==> config.mk <==
export PLATFORM = sky130hd
export DESIGN_NAME = ckg_top
export DESIGN_NICKNAME = d
export VERILOG_FILES = /design/src/rtl/ckg_pkg.sv /design/src/rtl/ckg_startup_timer.sv /design/src/rtl/ckg_divider.sv /design/src/rtl/ckg_lowpower.sv /design/src/rtl/ckg_top.sv
export SDC_FILE = /design/constraint.sdc
export NUM_CORES = 1
export LEC_CHECK = 0
export BUFFER_PORTS_ARGS = -buffer_cell sky130_fd_sc_hd__buf_2
export CAP_MARGIN = 15
export CORE_ASPECT_RATIO = 1.1
export CORE_MARGIN = 2
export CORE_UTILIZATION = 62
export DETAILED_ROUTE_END_ITERATION = 7
export PLACE_DENSITY_LB_ADDON = 0.3
export RECOVER_POWER = 100
export SLEW_MARGIN = 20
export SYNTH_ARGS = -nofsm -noshare
export SYNTH_HDL_FRONTEND = slang
export SYNTH_SLANG_ARGS = --single-unit
==> constraint.sdc <==
create_clock -name clk -period 4.8 [get_ports clk]
set_clock_uncertainty 0.2 [all_clocks]
set_input_delay 0.24 -clock clk [delete_from_list [all_inputs] [get_ports clk]]
set_output_delay 0.24 -clock clk [all_outputs]
set_load 0.1 [all_outputs]
==> src/rtl/ckg_pkg.sv <==
package ckg_pkg;
  typedef enum logic [2:0] {
    SRC_XTAL_LO  = 3'd0,
    SRC_XTAL_MID = 3'd1,
    SRC_XTAL_HI  = 3'd2,
    SRC_RC       = 3'd3,
    SRC_WDOG     = 3'd4,
    SRC_EXT      = 3'd5
  } osc_src_e;

  // Crystal sources need the long settling count.
  function automatic logic src_is_crystal(input logic [2:0] code);
    return code <= 3'(SRC_XTAL_HI);
  endfunction
endpackage

==> src/rtl/ckg_startup_timer.sv <==
module ckg_startup_timer #(
  parameter int XTAL_WAIT  = 992,
  parameter int OTHER_WAIT = 224,
  parameter int CNT_W      = 10
) (
  input  logic       clk,
  input  logic       rst,
  input  logic       wake,
  input  logic [2:0] src_sel,
  input  logic       analog_done,
  output logic       ready_o
);
  import ckg_pkg::*;

  logic [CNT_W-1:0] cnt_q;
  logic [CNT_W-1:0] load_val;
  logic             ready_q;

  always_comb begin
    load_val = src_is_crystal(src_sel) ? CNT_W'(XTAL_WAIT) : CNT_W'(OTHER_WAIT);
  end

  always_ff @(posedge clk) begin
    if (rst || wake) begin
      cnt_q   <= load_val;
      ready_q <= 1'b0;
    end else begin
      if (cnt_q != '0) cnt_q <= cnt_q - 1'b1;
      if (cnt_q == '0 && analog_done) ready_q <= 1'b1;
    end
  end

  assign ready_o = ready_q;

  p_wake_drops_ready_r5: assert property (@(posedge clk) disable iff (rst)
    wake |=> !ready_q);
  p_ready_sticky_r5: assert property (@(posedge clk) disable iff (rst)
    (ready_q && !wake) |=> ready_q);
  p_ready_needs_analog_r4: assert property (@(posedge clk) disable iff (rst)
    $rose(ready_q) |-> $past(analog_done));
  p_no_release_while_counting_r6: assert property (@(posedge clk) disable iff (rst)
    (cnt_q != '0) |-> !ready_q);
endmodule

==> src/rtl/ckg_divider.sv <==
module ckg_divider #(
  parameter int DIV_W = 8
) (
  input  logic             clk,
  input  logic             rst,
  input  logic             run,
  input  logic [DIV_W-1:0] div_n,
  output logic             cpu_clk,
  output logic             byp_o,
  output logic [DIV_W-1:0] n_act_o
);
  logic [DIV_W-1:0] n_q;
  logic [DIV_W-1:0] cnt_q;
  logic             q_div;
  logic             byp_q;
  logic             gate_n;
  logic             last_cnt;
  logic             bound;

  // End of a phase; a period ends when the low phase ends (or every cycle in bypass).
  always_comb begin
    last_cnt = (cnt_q == n_q - 1'b1);
    bound    = byp_q | (!q_div & last_cnt);
  end

  always_ff @(posedge clk) begin
    if (rst) n_q <= '0;
    else if (run && bound) n_q <= div_n;
  end

  always_ff @(posedge clk) begin
    if (rst || !run) begin
      q_div <= 1'b0;
      cnt_q <= '0;
      byp_q <= 1'b1;
    end else if (bound) begin
      byp_q <= (div_n == '0);
      q_div <= (div_n != '0);
      cnt_q <= '0;
    end else if (last_cnt) begin
      cnt_q <= '0;
      q_div <= 1'b0;
    end else begin
      cnt_q <= cnt_q + 1'b1;
    end
  end

  // Bypass enable changes only while the oscillator clock is low.
  always_ff @(negedge clk) begin
    if (rst) gate_n <= 1'b0;
    else     gate_n <= run & byp_q;
  end

  assign cpu_clk = (clk & gate_n) | q_div;
  assign byp_o   = byp_q;
  assign n_act_o = n_q;

  p_hold_divisor_r9: assert property (@(posedge clk) disable iff (rst)
    (run && !bound) |=> $stable(n_q));
  p_idle_low_r6: assert property (@(posedge clk) disable iff (rst)
    !run |=> !q_div);
  p_modes_exclusive_r8: assert property (@(posedge clk) disable iff (rst)
    byp_q |-> !q_div);
endmodule

==> src/rtl/ckg_lowpower.sv <==
module ckg_lowpower #(
  parameter int DIV_W      = 8,
  parameter int OSC_KHZ    = 18000,
  parameter int LP_MAX_KHZ = 8000
) (
  input  logic             clk,
  input  logic             rst,
  input  logic             we,
  input  logic             wdata,
  input  logic             byp,
  input  logic [DIV_W-1:0] n_act,
  output logic             lp_o
);
  logic [31:0] lim_khz;
  logic        allowed;
  logic        lp_q;

  always_comb begin
    lim_khz = 32'(LP_MAX_KHZ) * 32'({n_act, 1'b0});
    allowed = byp ? (32'(OSC_KHZ) <= 32'(LP_MAX_KHZ)) : (32'(OSC_KHZ) <= lim_khz);
  end

  always_ff @(posedge clk) begin
    if (rst)     lp_q <= 1'b0;
    else if (we) lp_q <= wdata & allowed;
  end

  assign lp_o = lp_q;

  p_lp_guard_r11: assert property (@(posedge clk) disable iff (rst)
    $rose(lp_q) |-> $past(we && allowed));
  p_lp_reset_r11: assert property (@(posedge clk)
    rst |=> !lp_q);
endmodule

==> src/rtl/ckg_top.sv <==
module ckg_top #(
  parameter int XTAL_WAIT  = 992,
  parameter int OTHER_WAIT = 224,
  parameter int DIV_W      = 8,
  parameter int OSC_KHZ    = 18000,
  parameter int LP_MAX_KHZ = 8000
) (
  input  logic             clk,
  input  logic             rst,
  input  logic [2:0]       src_sel,
  input  logic             wake,
  input  logic             analog_done,
  input  logic [DIV_W-1:0] div_n,
  input  logic             lp_we,
  input  logic             lp_wdata,
  output logic             cpu_clk,
  output logic             clk_ready,
  output logic             lowpower
);
  localparam int MAX_WAIT = (XTAL_WAIT > OTHER_WAIT) ? XTAL_WAIT : OTHER_WAIT;
  localparam int CNT_W    = $clog2(MAX_WAIT + 1);

  logic             ready;
  logic             byp;
  logic [DIV_W-1:0] n_act;

  ckg_startup_timer #(
    .XTAL_WAIT(XTAL_WAIT), .OTHER_WAIT(OTHER_WAIT), .CNT_W(CNT_W)
  ) i_timer (
    .clk(clk), .rst(rst), .wake(wake), .src_sel(src_sel),
    .analog_done(analog_done), .ready_o(ready)
  );

  ckg_divider #(.DIV_W(DIV_W)) i_div (
    .clk(clk), .rst(rst), .run(ready), .div_n(div_n),
    .cpu_clk(cpu_clk), .byp_o(byp), .n_act_o(n_act)
  );

  ckg_lowpower #(
    .DIV_W(DIV_W), .OSC_KHZ(OSC_KHZ), .LP_MAX_KHZ(LP_MAX_KHZ)
  ) i_lp (
    .clk(clk), .rst(rst), .we(lp_we), .wdata(lp_wdata),
    .byp(byp), .n_act(n_act), .lp_o(lowpower)
  );

  assign clk_ready = ready;

  p_gated_until_ready_r6: assert property (@(posedge clk) disable iff (rst)
    (!ready && !$past(ready)) |-> !cpu_clk);
endmodule

==> impl_summary.txt, run 1 <==
----------------------------------------------------
[Logic synthesis]
  Share of synthesized registers carrying an async set or reset ... 0%
  Top area cells in the synthesized netlist ... sky130_fd_sc_hd__ha_1 20%, sky130_fd_sc_hd__dfxtp_1 13%, sky130_fd_sc_hd__fa_1 13%, sky130_fd_sc_hd__edfxtp_1 9.4%, sky130_fd_sc_hd__inv_1 5.3%
  Syn nets ... 428
  Synth cell types ... 48
  Number of synthesis warnings ... 0
  Synthesis-stage register bit count ... 31
  Most instantiated flip-flop cell in the synthesis netlist ... sky130_fd_sc_hd__dfxtp_1
  Synthesized instance count ... 340
  Number of flops mapped to enable cells by yosys ... 10
  Avg Cell Area, Syn ... 9.373 µm²
  Most common cell in the netlist ... sky130_fd_sc_hd__ha_1
  Post-synth design cell area ... 0.003187 mm²
  Top post-synthesis cells by count ... 50 x sky130_fd_sc_hd__ha_1, 45 x sky130_fd_sc_hd__inv_1, 24 x sky130_fd_sc_hd__nor2_1
  Portion of the post-synthesis area used by sequential elements ... 22.61%
  Cell type with the largest total area after synthesis ... sky130_fd_sc_hd__ha_1
  Top cell type's share of synthesized area ... 19.63%

[Job]
  Number of maximum-capacitance violations ... 0

[Timing]
  Headroom to the max-slew limit ... 5.384%
  Setup violators final ... 0
  Slew of the pin with the lowest slew margin ... 1.404 ns
  Number of slew-limit violations in the final report ... 0
  Setup repair after global routing missed its margin ... no
  Tmin final ... 4.512 ns
  Fin. Hold Viols ... 0
  Worst hold slack after final layout ... 0.05783 ns
  Maximum operating frequency ... 0.2216 GHz
  Total negative slack for setup checks ... 0 ns
  Ratio of final minimum period to clock period ... 94.01%

[Floorplanning]
  Core Area ... 0.004966 mm²
  Width of the die ... 72.36 µm
  Starting density of the core ... 64.17%
  I/O pin count ... 20
  Die Y-Extent ... 79.20 µm
  Die Outline Area ... 0.005730 mm²
  Num rows ... 27

[Detailed routing]
  Via total after detailed routing ... 2452
  First-iteration detailed-routing DRC count ... 176
  Average via count per standard cell ... 5.598
  Number of nets with antenna violations after routing ... 0
  Total length of routed wires ... 6.500 mm
  Iteration count of the initial detailed-routing pass ... 4
  Final routed DRC violation total ... 0
  Post-detailed-route wirelength per cell ... 14.84 µm

[Critical path]
  Launch point of the worst path ... i_div.n_act_o[0]
  Required time worst endpoint ... 4.87 ns
  Kind of end point of the critical path ... flop
  Highest net fanout along the worst path ... 6
  Destination of the worst register-to-register timing path ... i_lp.lp_o
  Critical setup path kind ... flop to flop
  Kind of start point of the critical path ... flop
  Startpoint of the worst-slack reg-to-reg timing path ... i_div.n_act_o[0]
  Worst setup endpoint ... i_lp.lp_o
  R2R cell count ... 15
  R2r setup slk ... 0.29 ns
  Arrival time at the worst endpoint ... 4.58 ns

[Final layout]
  # nets final ... 467
  Filler cell count in the final layout ... 346
  Layout Area Growth over Synthesis ... 12.52%
  Sequential cell area ... 724.4 µm²
  Share of post-route cells with drive strength above 1 ... 10.26%
  Number of antenna diodes ... 0
  Non-filler instance count after layout ... 438
  Multi-input gate area ... 0.002252 mm²
  Final non-filler cell area ... 0.003586 mm²

[Status]
  Run status ... finished, final reports clean

[Place]
  Detailed Place HPWL ... 4.831 mm
  # port buffers ... 19
  Number of placed instances with taps included ... 417
  Weighted congestion reported at the end of routability-driven placement ... 0.8523
  Placement Cell Area ... 0.003369 mm²

[Global routing]
  Largest net degree at the start of global routing ... 22
  Global-route wire length before repair ... 11.16 mm
  Aggregate global routing overflow ... 0
  Overall routing resource usage ... 24.88%
  Antenna violations before repair ... 0
  Vias in the first global route ... 2514

[Min path]
  HP Class ... input pin to flop

[CTS]
  Clock tree from TritonCTS ... built
  Clock latency of the later-clocked register in the worst-skew pair ... 0.39 ns
  Clock-pin slew on the worst setup and hold paths ... 0.07 ns
  Number of buffers inserted to repair setup after CTS ... 0

[Pwr]
  Leakage power figure ... 1.778 nW
  Total power consumption of the routed design ... 0.6390 mW
  Worst ir drop on vdd ... 127.1 µV
  Pwr/cell area ... 178.2 mW/mm²

----------------------------------------------------
[timing repair]
action / in CTS / in global routing
setup endpoints to repair: 0 / 1
hold endpoints to repair: 11 / 0
hold buffers: 10 / 0
gates resized for setup: 0 / 5
[report_power, final]
group	internal [mW]	switching, mW	total, mW
sequential	0.277	0.00450	0.281
combinational	0.0208	0.0181	0.0389
clock	0.206	0.113	0.319
[worst max-delay path, cell delays in order, from the launching register on]
cell                       delay (ns)
sky130_fd_sc_hd__dfxtp_1         0.47
sky130_fd_sc_hd__clkbuf_1        0.33
sky130_fd_sc_hd__inv_1           0.09
sky130_fd_sc_hd__ha_1            0.37
sky130_fd_sc_hd__ha_1            0.31
sky130_fd_sc_hd__inv_1           0.05
sky130_fd_sc_hd__fa_1            0.50
sky130_fd_sc_hd__inv_1           0.05
sky130_fd_sc_hd__fa_1            0.46
sky130_fd_sc_hd__ha_1            0.25
sky130_fd_sc_hd__a211oi_1        0.40
sky130_fd_sc_hd__o21bai_1        0.14
sky130_fd_sc_hd__mux2_2          0.24
sky130_fd_sc_hd__nand4_1         0.08
sky130_fd_sc_hd__o41ai_1         0.35
sky130_fd_sc_hd__nand3_1         0.11
[cell families (layout without fill, tap and decap cells)]
group	Yosys count	in the layout	synth area share [%]
mux	10	10	3.180
buf+inv	49	89	5.771
flops	31	31	22.61
simple gates	99	99	15.98
compound gates	50	50	11.39
xor+xnor	30	30	8.245
fa+ha+maj	71	71	32.82
[final cells by class]
cell class / count / share of cell area (%)
Clock buffer: 9 / 3.210
Sequential cell: 31 / 20.20
Inverter: 44 / 4.606
Clock inverter: 4 / 1.186
Multi-Input combinational cell: 260 / 62.81
Timing Repair Buffer: 32 / 5.966
Tap cell: 58 / 2.024
[metal layers]
metal	up-vias	GRT usage, %	wire [µm]
li1	1229	-	-
met5	-	0	0
met1	1144	30.83	2874
met4	0	9.057	138
met2	62	43.30	3220
met3	17	3.807	267
[through the flow]
step                      utilization [%]  setup WS, ns
after global placement              67.85        0.2738
after floorplan                         -        0.5224
after detailed placement            67.85        0.1779
final                               72.21        0.2877
after CTS                           72.86        0.1487
after global routing                72.21       0.05787
[registers in the layout, indices dropped and copies added, names as in the netlist]
signal           count
i_lp.lp_o            1
i_div.gate_n         1
i_div.q_div          1
i_div.cnt_q          8
i_timer.ready_o      1
i_timer.cnt_q       10
i_div.n_act_o        8
i_div.byp_o          1
[cells in the final DEF, fill, tap and decap left out, drive strengths merged, types with 2 or more instances in the layout]
master       instances
a21o                 4
xnor2               16
inv                 45
a21oi               14
nand3               12
clkbuf              12
buf                 19
o31ai                3
nand2b              21
nor4                 4
nand2               19
a31oi                2
edfxtp              10
ha                  50
fa                  21
o22ai                2
dlygate4sd3         10
or3                  2
mux2i                9
a2111oi              2
o21ba                2
clkinv               2
nor2                24
o21ai               10
a41oi                2
and3                 5
dfxtp               21
nor2b                3
xor2                14
o211ai               2
[worst min path at each step]
| stage | cells after the start | start | slack, ns | end |
|---|---|---|---|---|
| 5_1_grt | 3 | wake | 0.08 | i_timer.cnt_q[6] |
| 3_3_place_gp | 2 | i_lp.lp_o | 0.25 | i_lp.lp_o |
| 6_report | 3 | wake | 0.06 | i_timer.cnt_q[6] |
| 4_1_cts | 3 | wake | 0.02 | i_timer.cnt_q[6] |
| 2_1_floorplan | 2 | analog_done | 0.19 | i_timer.ready_o |
| 3_5_place_dp | 2 | i_lp.lp_o | 0.26 | i_lp.lp_o |
No activity file was read; power rests on OpenSTA's default activity.
==> run 2, diff against run 1 <==
--- a/config.mk
+++ b/config.mk
@@ -8,11 +8,11 @@
 export BUFFER_PORTS_ARGS = -buffer_cell sky130_fd_sc_hd__buf_2
 export CAP_MARGIN = 15
 export CORE_ASPECT_RATIO = 1.1
-export CORE_MARGIN = 2
-export CORE_UTILIZATION = 62
+export CORE_UTILIZATION = 55
 export DETAILED_ROUTE_END_ITERATION = 7
 export PLACE_DENSITY_LB_ADDON = 0.3
 export RECOVER_POWER = 100
+export SKIP_CTS_REPAIR_TIMING = 1
 export SLEW_MARGIN = 20
 export SYNTH_ARGS = -nofsm -noshare
 export SYNTH_HDL_FRONTEND = slang
==> run 2 against run 1 <==
Effect of this change: largest power group is now registers; sequential cell count stayed put; hold slack lost 0.028 ns; largest cell class unchanged; count of clock-buffer cells in the layout increased by 2; first-iteration DRC count fell by 59%; global-route usage decreased by 2.4 points; register-to-register slack hardly changed; routed wire length fell by 1.2%; setup slack improved by 0.0088 ns; highest routed layer unchanged; final cell count up 3.9%; cell area did not move; critical path depth down 2.
==> impl_summary.txt, run 2 (synthesized netlist as in run 1, its figures left out) <==
----------------------------------------------------
[Status]
  Run status ... finished, final reports clean

[Pwr]
  Leakage power figure ... 1.770 nW
  Worst ir drop on vdd ... 197.0 µV
  Clock Power Share ... 46.5%
  Switching part of the total ... 22.12%
  Comb power frac ... 6.5%
  Sequential cell fraction of total power ... 46.9%
  Internal Power ... 0.4669 mW
  Total power consumption of the routed design ... 0.5995 mW
  Pwr/cell area ... 167.2 mW/mm²
  Switching power total ... 0.1326 mW

[Floorplanning]
  Core Area ... 0.005465 mm²
  Die Y-Extent ... 81.84 µm
  Num rows ... 28
  Starting density of the core ... 58.31%
  Die Outline Area ... 0.006103 mm²
  I/O pin count ... 20
  Width of the die ... 74.58 µm

[Global routing]
  Aggregate global routing overflow ... 0
  Largest net degree at the start of global routing ... 22
  Overall routing resource usage ... 22.45%
  Global-route wire length before repair ... 10.32 mm
  Vias in the first global route ... 2334
  Antenna violations before repair ... 0

[Critical path]
  Required time worst endpoint ... 4.87 ns
  CP dominant cell by count ... sky130_fd_sc_hd__fa_1
  Crit path buf inv count ... 2
  Launch point of the worst path ... i_div.n_act_o[4]
  Kind of end point of the critical path ... flop
  CP max stage delay ... 0.55 ns
  Highest net fanout along the worst path ... 7
  Critical path depth ... 13
  R2R cell count ... 13
  Cell type group with the largest total delay on the critical path ... adder cells
  Destination of the worst register-to-register timing path ... i_lp.lp_o
  Critical Path, Cell by Cell ... inv_1 -> fa_1 -> inv_1 -> fa_1 -> fa_1 -> ha_1 -> ha_1 -> a2111oi_1 -> o21ai_1 -> a41oi_1 -> xnor2_1 -> o31ai_1 -> nand3_1
  R2r setup slk ... 0.30 ns
  Kind of start point of the critical path ... flop
  Startpoint of the worst-slack reg-to-reg timing path ... i_div.n_act_o[4]
  Cell with the largest stage delay on the worst path ... sky130_fd_sc_hd__fa_1
  Worst setup endpoint ... i_lp.lp_o
  Critical setup path kind ... flop to flop
  Arrival time at the worst endpoint ... 4.57 ns

[Detailed routing]
  First-iteration detailed-routing DRC count ... 73
  Post-detailed-route wirelength per cell ... 14.12 µm
  Number of nets with antenna violations after routing ... 0
  Iteration count of the initial detailed-routing pass ... 4
  Final routed DRC violation total ... 0
  Average via count per standard cell ... 5.407
  Total length of routed wires ... 6.425 mm
  Via total after detailed routing ... 2460

[Timing]
  Number of slew-limit violations in the final report ... 0
  Maximum operating frequency ... 0.2220 GHz
  Setup violators final ... 0
  Setup repair after global routing missed its margin ... no
  Total negative slack for setup checks ... 0 ns
  Worst Setup Slack, final ... 0.2965 ns
  Slew of the pin with the lowest slew margin ... 1.430 ns
  Fin. Hold Viols ... 0
  Headroom to the max-slew limit ... 3.638%
  Ratio of final minimum period to clock period ... 93.82%
  Tmin final ... 4.504 ns

[Final layout]
  Commonest non-fill, non-tap cell in the layout ... sky130_fd_sc_hd__ha_1
  Max reg flops ... 10
  Layout Area Growth over Synthesis ... 12.52%
  # nets final ... 467
  Largest reg by FF count ... i_timer.cnt_q
  Filler cell count in the final layout ... 464
  Commonest cells after routing, fill and taps aside ... 50 x sky130_fd_sc_hd__ha_1, 45 x sky130_fd_sc_hd__inv_1, 24 x sky130_fd_sc_hd__nor2_1
  Number of antenna diodes ... 0
  Share of post-route cells with drive strength above 1 ... 9.474%
  Non-filler instance count after layout ... 455

[Place]
  Detailed Place HPWL ... 4.932 mm
  Worst setup slack before clock tree synthesis ... 0.3116 ns
  Number of placed instances with taps included ... 434
  Weighted congestion reported at the end of routability-driven placement ... 0.8467
  # port buffers ... 19

[CTS]
  Clock tree from TritonCTS ... built
  Clock-pin slew on the worst setup and hold paths ... 0.07 ns
  Clock latency of the later-clocked register in the worst-skew pair ... 0.39 ns

[Job]
  Number of maximum-capacitance violations ... 0

[Min path]
  HP Class ... input pin to flop

----------------------------------------------------
run 2: final cells by class:
| type | count | area (µm²) | share of cell area (%) |
|---|---|---|---|
| sequential | 31 | 720.7 | 20.10 |
| timing repair buffer | 32 | 217.7 | 6.071 |
| clock inverter | 2 | 8.758 | 0.2442 |
| multi-input combinational | 260 | 2247 | 62.67 |
| inverter | 44 | 165.2 | 4.606 |
| clock buffer | 11 | 132.6 | 3.699 |
| tap | 75 | 93.84 | 2.617 |
run 2: worst min-delay path by stage:
| stage | startpoint | end | depth (start not counted) |
|---|---|---|---|
| CTS | analog_done | i_timer.ready_o | 3 |
| global route | wake | i_timer.cnt_q[6] | 3 |
| detailed placement | i_lp.lp_o | i_lp.lp_o | 2 |
| floorplan | analog_done | i_timer.ready_o | 2 |
| global placement | i_lp.lp_o | i_lp.lp_o | 2 |
| finish | wake | i_timer.cnt_q[6] | 3 |
run 2: per-layer routing:
metal | global-route usage [%] | vias to the layer above | routed length [µm]
li1 | - | 1226 | -
met2 | 36.85 | 43 | 3196
met5 | 0 | - | 0
met4 | 7.170 | 0 | 57
met3 | 5.521 | 6 | 182
met1 | 28.87 | 1185 | 2989
run 2: per-stage QoR:
stage | area [µm²] | hold slack, ns | util, %
2_1_floorplan | 3187 | 0.1889 | -
3_3_place_gp | 3391 | 0.2588 | 62.04
3_5_place_dp | 3391 | 0.2703 | 62.04
4_1_cts | 3523 | -0.09071 | 64.47
5_1_grt | 3586 | 0.03996 | 65.61
6_report | 3586 | 0.03028 | 65.61
run 2: worst min-delay path: stages:
cell and delay, ns:
sky130_fd_sc_hd__buf_2 0.08, sky130_fd_sc_hd__nor2_1 0.10, sky130_fd_sc_hd__nand2_1 0.08
run 2: power groups by stage:
stage	registers, mW	logic, mW	clock network (mW)
2_1_floorplan	0.286	0.0207	0.00261
3_3_place_gp	0.287	0.0311	0.00261
3_5_place_dp	0.287	0.0322	0.00261
4_1_cts	0.281	0.0323	0.283
5_1_grt	0.282	0.0437	0.297
6_report	0.281	0.0392	0.279
==> run 3, diff against run 2 <==
--- a/config.mk
+++ b/config.mk
@@ -10,7 +10,7 @@
 export CORE_ASPECT_RATIO = 1.1
 export CORE_UTILIZATION = 55
 export DETAILED_ROUTE_END_ITERATION = 7
-export PLACE_DENSITY_LB_ADDON = 0.3
+export PLACE_DENSITY = 0.76
 export RECOVER_POWER = 100
 export SKIP_CTS_REPAIR_TIMING = 1
 export SLEW_MARGIN = 20
==> run 3 against run 2 <==
Effect of this change: die area is the same; cell area grew 0.42%; total power grew 6.7%; hold slack lost 0.023 ns; critical path depth is the same; sequential cell count is the same; first-iteration DRC count grew 100%; sequential share of layout area shrank 0.084 points; setup slack lost 0.039 ns; non-clock buffer count is the same; core utilization grew 0.27 points; critical endpoint unchanged.
==> impl_summary.txt, run 3 (synthesized netlist as in run 1, its figures left out) <==
----------------------------------------------------
[Place]
  Placement Cell Area ... 0.003391 mm²
  Detailed Place HPWL ... 4.901 mm
  Number of placed instances with taps included ... 434
  Weighted congestion reported at the end of routability-driven placement ... 0.8774
  # port buffers ... 19
  Worst setup slack before clock tree synthesis ... 0.2779 ns

[Critical path]
  Crit path buf inv count ... 2
  Required time worst endpoint ... 4.87 ns
  Highest net fanout along the worst path ... 8
  Critical Path, Cell by Cell ... inv_1 -> fa_1 -> fa_1 -> inv_1 -> fa_1 -> ha_1 -> ha_1 -> a2111oi_0 -> o21ai_1 -> a41oi_1 -> xnor2_1 -> o31ai_1 -> nand3_1
  R2R cell count ... 13
  Worst setup endpoint ... i_lp.lp_o
  Critical path depth ... 13
  Critical setup path kind ... flop to flop
  Cell with the largest stage delay on the worst path ... sky130_fd_sc_hd__dfxtp_1
  Destination of the worst register-to-register timing path ... i_lp.lp_o
  R2r setup slk ... 0.26 ns
  Startpoint of the worst-slack reg-to-reg timing path ... i_div.n_act_o[2]
  CP max stage delay ... 0.57 ns
  Launch point of the worst path ... i_div.n_act_o[2]
  CP dominant cell by count ... sky130_fd_sc_hd__fa_1
  Cell type group with the largest total delay on the critical path ... adder cells
  Kind of end point of the critical path ... flop
  Kind of start point of the critical path ... flop
  Arrival time at the worst endpoint ... 4.61 ns

[Pwr]
  Leakage power figure ... 1.779 nW
  Total power consumption of the routed design ... 0.6394 mW
  Worst ir drop on vdd ... 199.8 µV
  Pwr/cell area ... 177.6 mW/mm²

[Detailed routing]
  First-iteration detailed-routing DRC count ... 148
  Sum of met2 wire segment lengths after detailed routing ... 3.252 mm
  Iteration count of the initial detailed-routing pass ... 6
  Highest metal layer with signal wires ... met4
  Total length of routed wires ... 6.520 mm
  Post-detailed-route wirelength per cell ... 14.33 µm
  Detailed-routed wire length on met3 ... 196 µm
  Average via count per standard cell ... 5.378
  Number of nets with antenna violations after routing ... 0
  Final routed DRC violation total ... 0
  Via total after detailed routing ... 2447
  Met1 Wirelength ... 3.031 mm

[Final layout]
  Commonest cells after routing, fill and taps aside ... 50 x sky130_fd_sc_hd__ha_1, 45 x sky130_fd_sc_hd__inv_1, 24 x sky130_fd_sc_hd__nor2_1
  Number of antenna diodes ... 0
  Share of post-route cells with drive strength above 1 ... 9.211%
  Multi-input gate area ... 0.002246 mm²
  Layout Area Growth over Synthesis ... 13.00%
  Largest reg by FF count ... i_timer.cnt_q
  Max reg flops ... 10
  Commonest non-fill, non-tap cell in the layout ... sky130_fd_sc_hd__ha_1
  Sequential cell area ... 720.7 µm²
  Non-filler instance count after layout ... 455
  Filler cell count in the final layout ... 451
  Final non-filler cell area ... 0.003601 mm²
  Post-route core utilization ... 65.89%
  # nets final ... 467

[CTS]
  Clock tree from TritonCTS ... built
  Clock latency of the later-clocked register in the worst-skew pair ... 0.39 ns
  Clock-pin slew on the worst setup and hold paths ... 0.07 ns

[Min path]
  HP Class ... input pin to flop
  Worst hold path depth ... 3
  Worst hold path startpoint ... wake

[Timing]
  Setup repair after global routing missed its margin ... no
  Number of slew-limit violations in the final report ... 0
  Worst Setup Slack, final ... 0.2571 ns
  Worst hold slack after final layout ... 0.007096 ns
  Ratio of final minimum period to clock period ... 94.64%
  Tmin final ... 4.543 ns
  Total negative slack for setup checks ... 0 ns
  Maximum operating frequency ... 0.2201 GHz
  Headroom to the max-slew limit ... 2.448%
  Setup violators final ... 0
  Slew of the pin with the lowest slew margin ... 1.448 ns
  Fin. Hold Viols ... 0

[Floorplanning]
  Width of the die ... 74.58 µm
  Starting density of the core ... 58.31%
  Die Outline Area ... 0.006103 mm²
  I/O pin count ... 20
  Die Y-Extent ... 81.84 µm
  Core Area ... 0.005465 mm²
  Num rows ... 28

[Global routing]
  Antenna violations before repair ... 0
  Vias in the first global route ... 2314
  Overall routing resource usage ... 22.62%
  Global-route wire length before repair ... 10.33 mm
  Aggregate global routing overflow ... 0
  Largest net degree at the start of global routing ... 22

[Status]
  Run status ... finished, final reports clean

[Job]
  Number of maximum-capacitance violations ... 0

----------------------------------------------------
## run 3: worst min path at each step
stage / to / slack (ns)
floorplan: i_timer.ready_o / 0.19
global placement: i_lp.lp_o / 0.27
detailed placement: i_lp.lp_o / 0.26
CTS: i_timer.ready_o / -0.09
global route: i_timer.cnt_q[6] / 0.03
finish: i_timer.cnt_q[6] / 0.007
## run 3: power by group
part / switching (mW) / leakage [nW] / internal [mW]
sequential: 0.00434 / 0.275 / 0.276
clock: 0.114 / 0.0914 / 0.205
combinational: 0.0184 / 1.41 / 0.0209
## run 3: layout make-up
| type | count | share of cell area [%] |
|---|---|---|
| clock inverters | 4 | 1.181 |
| repair buffers | 32 | 6.046 |
| flip-flops and latches | 31 | 20.01 |
| clock buffers | 9 | 3.197 |
| well taps | 75 | 2.606 |
| inverters | 44 | 4.587 |
| multi-input cells | 260 | 62.37 |
## run 3: worst reg2reg max path, cell delays in order (launching register included)
cell and delay (ns):
sky130_fd_sc_hd__dfxtp_1 0.57, sky130_fd_sc_hd__inv_1 0.21, sky130_fd_sc_hd__fa_1 0.54, sky130_fd_sc_hd__fa_1 0.52
sky130_fd_sc_hd__inv_1 0.05, sky130_fd_sc_hd__fa_1 0.39, sky130_fd_sc_hd__ha_1 0.29, sky130_fd_sc_hd__ha_1 0.37
sky130_fd_sc_hd__a2111oi_0 0.37, sky130_fd_sc_hd__o21ai_1 0.19, sky130_fd_sc_hd__a41oi_1 0.28, sky130_fd_sc_hd__xnor2_1 0.09
sky130_fd_sc_hd__o31ai_1 0.25, sky130_fd_sc_hd__nand3_1 0.10
## run 3: metal layers
layer | global-route usage, % | vias to the layer above
li1 | - | 1229
met1 | 29.38 | 1165
met2 | 36.76 | 48
met3 | 5.644 | 5
met4 | 7.170 | 0
met5 | 0 | -
